===== config.mk =====
export PLATFORM = sky130hd
export DESIGN_NAME = tconv_seq
export DESIGN_NICKNAME = d
export VERILOG_FILES = /design/src/rtl/tconv_pkg.sv /design/src/rtl/tconv_cfg_reg.sv /design/src/rtl/tconv_timer.sv /design/src/rtl/tconv_result.sv /design/src/rtl/tconv_ctrl.sv /design/src/rtl/tconv_seq.sv
export SDC_FILE = /design/constraint.sdc
export NUM_CORES = 1
export LEC_CHECK = 0
export ABC_AREA = 1
export BUFFER_PORTS_ARGS = -buffer_cell sky130_fd_sc_hd__buf_2
export CAP_MARGIN = 10
export CELL_PAD_IN_SITES_DETAIL_PLACEMENT = 1
export CELL_PAD_IN_SITES_GLOBAL_PLACEMENT = 2
export CORE_MARGIN = 4
export CORE_UTILIZATION = 34
export DETAILED_ROUTE_END_ITERATION = 7
export PLACE_DENSITY = 0.82
export SETUP_SLACK_MARGIN = 0.1
export SLEW_MARGIN = 10
export SYNTH_ARGS = -nofsm -noshare
export SYNTH_HDL_FRONTEND = slang
export SYNTH_HIERARCHICAL = 1
export SYNTH_SLANG_ARGS = --single-unit

===== constraint.sdc =====
create_clock -name clk_i -period 5.66 [get_ports clk_i]
set_input_delay 0.283 -clock clk_i [delete_from_list [all_inputs] [get_ports clk_i]]
set_output_delay 0.283 -clock clk_i [all_outputs]
set_load 0.02 [all_outputs]

===== src/rtl/tconv_pkg.sv =====
package tconv_pkg;
  localparam int TEMP_W    = 12;
  localparam int RES_W     = 2;
  localparam int RES_STEPS = 4;
  localparam int CFG_W     = 4;
  localparam int CFG_HALT  = 0;
  localparam int CFG_RES   = 1;
  localparam int CFG_SHOT  = 3;

  typedef enum logic {ST_IDLE, ST_CONV} seq_state_e;

  // keep the top 9+res bits of a 12-bit reading
  function automatic logic [TEMP_W-1:0] res_mask(input logic [RES_W-1:0] r);
    logic [RES_W-1:0] drop;
    drop = ~r;
    return {TEMP_W{1'b1}} << drop;
  endfunction
endpackage


===== src/rtl/tconv_cfg_reg.sv =====
module tconv_cfg_reg
  import tconv_pkg::*;
(
  input  logic             clk_i,
  input  logic             rst_ni,
  input  logic             wr_i,
  input  logic             halt_wd_i,
  input  logic [RES_W-1:0] res_wd_i,
  output logic             halt_o,
  output logic [RES_W-1:0] res_o,
  output logic [RES_W-1:0] res_nxt_o,
  output logic [CFG_W-1:0] rdata_o
);
  logic             halt_q, halt_d;
  logic [RES_W-1:0] res_q, res_d;

  always_comb begin
    halt_d = halt_q;
    res_d  = res_q;
    if (wr_i) begin
      halt_d = halt_wd_i;
      res_d  = res_wd_i;
    end
  end

  always_ff @(posedge clk_i or negedge rst_ni) begin
    if (!rst_ni) begin
      halt_q <= 1'b0;
      res_q  <= '0;
    end else if (wr_i) begin
      halt_q <= halt_d;
      res_q  <= res_d;
    end
  end

  assign halt_o    = halt_q;
  assign res_o     = res_q;
  assign res_nxt_o = res_d;
  assign rdata_o   = {1'b0, res_q, halt_q};
endmodule


===== src/rtl/tconv_timer.sv =====
module tconv_timer
  import tconv_pkg::*;
#(
  parameter int BASE_TICKS = 8
) (
  input  logic             clk_i,
  input  logic             rst_ni,
  input  logic             clear_i,
  input  logic [RES_W-1:0] res_i,
  output logic             elapsed_o,
  output logic [RES_W-1:0] res_act_o
);
  localparam int MAX_WIN = BASE_TICKS << (RES_STEPS - 1);
  localparam int CNT_W   = $clog2(MAX_WIN + 1);

  logic [CNT_W-1:0] win_tab [RES_STEPS];
  logic [CNT_W-1:0] cnt_q, cnt_d;
  logic [RES_W-1:0] res_q;
  logic             cnt_en;

  for (genvar g = 0; g < RES_STEPS; g++) begin : g_win
    assign win_tab[g] = CNT_W'(BASE_TICKS << g);
  end

  assign elapsed_o = (cnt_q >= (win_tab[res_q] - 1'b1));
  assign cnt_en    = clear_i | ~elapsed_o;
  assign cnt_d     = clear_i ? '0 : cnt_q + 1'b1;

  always_ff @(posedge clk_i or negedge rst_ni) begin
    if (!rst_ni) begin
      cnt_q <= '0;
    end else if (cnt_en) begin
      cnt_q <= cnt_d;
    end
  end

  always_ff @(posedge clk_i or negedge rst_ni) begin
    if (!rst_ni) begin
      res_q <= '0;
    end else if (clear_i) begin
      res_q <= res_i;
    end
  end

  assign res_act_o = res_q;
endmodule


===== src/rtl/tconv_result.sv =====
module tconv_result
  import tconv_pkg::*;
(
  input  logic              clk_i,
  input  logic              rst_ni,
  input  logic              clear_i,
  input  logic              busy_i,
  input  logic              sample_i,
  input  logic [TEMP_W-1:0] raw_i,
  input  logic              commit_i,
  input  logic [RES_W-1:0]  res_i,
  output logic              have_o,
  output logic [TEMP_W-1:0] temp_o
);
  logic              have_q, have_d, take;
  logic [TEMP_W-1:0] raw_q, temp_q;

  assign take = busy_i & sample_i & ~clear_i;

  always_comb begin
    have_d = have_q;
    if (clear_i)   have_d = 1'b0;
    else if (take) have_d = 1'b1;
  end

  always_ff @(posedge clk_i or negedge rst_ni) begin
    if (!rst_ni) have_q <= 1'b0;
    else         have_q <= have_d;
  end

  always_ff @(posedge clk_i or negedge rst_ni) begin
    if (!rst_ni)   raw_q <= '0;
    else if (take) raw_q <= raw_i;
  end

  always_ff @(posedge clk_i or negedge rst_ni) begin
    if (!rst_ni)       temp_q <= '0;
    else if (commit_i) temp_q <= raw_q & res_mask(res_i);
  end

  assign have_o = have_q;
  assign temp_o = temp_q;
endmodule


===== src/rtl/tconv_ctrl.sv =====
module tconv_ctrl
  import tconv_pkg::*;
(
  input  logic clk_i,
  input  logic rst_ni,
  input  logic halt_i,
  input  logic shot_i,
  input  logic elapsed_i,
  input  logic have_i,
  output logic start_o,
  output logic commit_o,
  output logic busy_o,
  output logic start_q_o,
  output logic done_q_o
);
  seq_state_e state_q, state_d;
  logic       start_q, done_q;

  always_comb begin
    state_d  = state_q;
    start_o  = 1'b0;
    commit_o = 1'b0;
    unique case (state_q)
      ST_IDLE: begin
        if (!halt_i || shot_i) begin
          start_o = 1'b1;
          state_d = ST_CONV;
        end
      end
      ST_CONV: begin
        if (elapsed_i && have_i) begin
          commit_o = 1'b1;
          if (!halt_i) start_o = 1'b1;
          else         state_d = ST_IDLE;
        end
      end
      default: state_d = ST_IDLE;
    endcase
  end

  always_ff @(posedge clk_i or negedge rst_ni) begin
    if (!rst_ni) begin
      state_q <= ST_IDLE;
      start_q <= 1'b0;
      done_q  <= 1'b0;
    end else begin
      state_q <= state_d;
      start_q <= start_o;
      done_q  <= commit_o;
    end
  end

  assign busy_o    = (state_q == ST_CONV);
  assign start_q_o = start_q;
  assign done_q_o  = done_q;
endmodule


===== src/rtl/tconv_seq.sv =====
module tconv_seq
  import tconv_pkg::*;
#(
  parameter int BASE_TICKS = 8
) (
  input  logic              clk_i,
  input  logic              rst_ni,
  input  logic              cfg_wr_i,
  input  logic [CFG_W-1:0]  cfg_wdata_i,
  output logic [CFG_W-1:0]  cfg_rdata_o,
  input  logic              adc_done_i,
  input  logic [TEMP_W-1:0] adc_raw_i,
  output logic              adc_start_o,
  output logic              busy_o,
  output logic [TEMP_W-1:0] temp_o,
  output logic              conv_done_o
);
  logic             halt, shot, start, commit, elapsed, have, busy;
  logic [RES_W-1:0] res, res_nxt, res_act;

  tconv_cfg_reg u_cfg (
    .clk_i     (clk_i),
    .rst_ni    (rst_ni),
    .wr_i      (cfg_wr_i),
    .halt_wd_i (cfg_wdata_i[CFG_HALT]),
    .res_wd_i  (cfg_wdata_i[CFG_RES +: RES_W]),
    .halt_o    (halt),
    .res_o     (res),
    .res_nxt_o (res_nxt),
    .rdata_o   (cfg_rdata_o)
  );

  // single request honoured only when halted and idle
  assign shot = cfg_wr_i & cfg_wdata_i[CFG_SHOT] & halt & ~busy;

  tconv_ctrl u_ctrl (
    .clk_i     (clk_i),
    .rst_ni    (rst_ni),
    .halt_i    (halt),
    .shot_i    (shot),
    .elapsed_i (elapsed),
    .have_i    (have),
    .start_o   (start),
    .commit_o  (commit),
    .busy_o    (busy),
    .start_q_o (adc_start_o),
    .done_q_o  (conv_done_o)
  );

  tconv_timer #(.BASE_TICKS(BASE_TICKS)) u_timer (
    .clk_i     (clk_i),
    .rst_ni    (rst_ni),
    .clear_i   (start),
    .res_i     (res_nxt),
    .elapsed_o (elapsed),
    .res_act_o (res_act)
  );

  tconv_result u_result (
    .clk_i    (clk_i),
    .rst_ni   (rst_ni),
    .clear_i  (start),
    .busy_i   (busy),
    .sample_i (adc_done_i),
    .raw_i    (adc_raw_i),
    .commit_i (commit),
    .res_i    (res_act),
    .have_o   (have),
    .temp_o   (temp_o)
  );

  assign busy_o = busy;

  logic unused_res;
  assign unused_res = ^res;
endmodule


==> results.txt <==
Post-CTS Hold Fix Bufs: 0
worst slew margin relative to its limit: 36.2%
most frequent cells in the layout: sky130_fd_sc_hd__nand2_1 (106), sky130_fd_sc_hd__dfrtp_1 (40), sky130_fd_sc_hd__buf_2 (37)
total of endpoints with negative setup slack in the final report: 0
Placer Congestion: 0.741
Worst Setup EP: u_result/temp_o[2]
maximum fanout encountered on the critical timing path: 14
Initial Util: 35.1%
CTS clock-pin slew for the worst setup and hold paths: 80 ps
overall die height: 83.7 um
CTS tree: yes
area grow syn2layout: 17.1%
worst-case vdd ir drop: 0.257 mV
antenna violations before repair: 0
number of instances resized during post-cts repair: 0
Final ANT Viol Nets: 0
I/O pin cnt: 39
cell count after synthesis: 227
actual transition at the worst max-transition pin: 953 ps
Worst setup startpoint: u_timer/res_act_o[1]
class of the worst hold path: in -> async
unrepaired setup endpoints after global routing: false
maximum clock rate: 349 MHz
placeable core area: 5540 um^2
Register-to-Register Setup Slack: 2790 ps
average routed wire per standard cell: 13.7 um
max-slew violations: 0
worst-skew pair later-pin latency: 290 ps
clk root buf: sky130_fd_sc_hd__clkbuf_8
fillers: 703
post-synthesis average cell area: 8.58 um^2
net count after synthesis: 252
Buffers on Ports: 37
power density over the cells: 581 nW/um^2
Worst Setup Path Type: reg -> reg
sum of negative setup slack: 0 ps
worst-case clock buffer depth: 2
1st-pass router iterations: 4
Remaining Overflow, GRT: 0
final clock skew: 7.09 ps
Die Width: 83.7 um
final critical path time including I/O delays and setup: 2870 ps
global router's overall resource usage: 14.0%
terminus of the critical flop-to-flop path: u_result/temp_o[2]
worst path required time: 5840 ps
CTS sink count: 40
post-synthesis instance area: 1950 um^2
Final Cycle Share: 50.7%
first-pass GRT wire length: 8020 um
Post-CTS Setup Repair Bufs: 0
routed vias/inst: 4.70
maximum number of pins on one net before global-route repair: 41
Hold Fails Final Rpt: 0
DRC violation count after routing: 0
hold slack: 123 ps
crit end category: flop
detailed placement HPWL: 3310 um
vias in the first global route: 1673
Die Outline Area: 7000 um^2
data arrival time at the worst-slack endpoint: 3040 ps
commonest non-fill, non-tap cell in the layout: sky130_fd_sc_hd__nand2_1
vias after detailed routing: 1574
total length of routed wires: 4580 um
share of layout cells above drive strength 1: 22.8%
number of nets in the final layout: 287
number of buffers inserted during clock tree synthesis: 5
leakage component of the power: 1.27 nW
max-cap viol count: 0
outcome: complete, no violations
ANT cells: 0
Reg2Reg Depth: 11
number of warning messages in the yosys log: 6
startpoint of the worst register-to-register path: u_timer/res_act_o[1]
number of H-tree levels: 2
number of cell rows: 27
1st-iter DRT viols: 53
Critical Path Start Type: flop
area by class of cell:
| class | count | area (um^2) | area share, % |
|---|---|---|---|
| flip-flops and latches | 40 | 1000 | 43.9 |
| multi-input cells | 167 | 836 | 36.7 |
| repair buffers | 37 | 185 | 8.12 |
| well taps | 72 | 90.1 | 3.95 |
| clock buffers | 6 | 82.6 | 3.62 |
| inverters | 11 | 46.3 | 2.03 |
| clock inverters | 2 | 38.8 | 1.70 |
how the worst min path moves through the flow:
stage / startpoint / endpoint / slack, ps / cells after the start
after floorplan: rst_ni / u_cfg/halt_o / -10 / 0
after global placement: u_result/temp_o[10] / u_result/temp_o[10] / 450 / 2
after detailed placement: u_result/temp_o[9] / u_result/temp_o[9] / 450 / 2
after CTS: rst_ni / u_result/temp_o[11] / 160 / 1
after global routing: cfg_wdata_i[0] / u_cfg/halt_o / 180 / 3
final: rst_ni / u_result/temp_o[11] / 120 / 1
state kept, by name, summed over array words and instances, names as in the netlist:
register           count
u_timer/res_act_o      2
u_cfg/halt_o           1
u_ctrl/done_q_o        1
u_result/temp_o       12
u_timer/cnt_q          7
u_result/raw_q        12
u_cfg/res_o            2
u_ctrl/busy_o          1
u_result/have_o        1
u_ctrl/start_q_o       1
through the flow:
step	utilization (%)	cell area, um^2	worst slack (ps)	power, mW	cells
6_report	41.1	2280	2790	1.32	335
5_1_grt	41.1	2280	2280	1.46	335
4_1_cts	41.1	2280	2670	1.35	335
3_5_place_dp	39.0	2160	2670	1.10	327
3_3_place_gp	39.0	2160	2720	1.08	327
2_1_floorplan	-	1950	3740	0.945	227
per-layer routing:
metal / up-vias / wire length [um] / track usage, %
met5: - / 0 / 0
met4: 0 / 35 / 3.95
met3: 2 / 152 / 3.06
met2: 24 / 2190 / 23.5
met1: 756 / 2200 / 18.1
li1: 792 / - / -
worst max-delay path, stage by stage, from the launching register on:
cell,delay (ps)
sky130_fd_sc_hd__dfrtp_1,430
sky130_fd_sc_hd__inv_1,90
sky130_fd_sc_hd__ha_1,300
sky130_fd_sc_hd__nand2_1,130
sky130_fd_sc_hd__nor2_8,120
sky130_fd_sc_hd__nand2_4,80
sky130_fd_sc_hd__nand2_8,100
sky130_fd_sc_hd__nand2_1,80
sky130_fd_sc_hd__nor2_1,730
sky130_fd_sc_hd__inv_1,460
sky130_fd_sc_hd__nand2_1,140
sky130_fd_sc_hd__o21ai_0,90
report_power, final:
group | total, mW | switching, mW | internal, mW
clock network | 0.248 | 0.104 | 0.144
logic | 0.572 | 0.389 | 0.183
registers | 0.503 | 0.0969 | 0.406
Note: power is estimated with default switching activity, not from simulation.
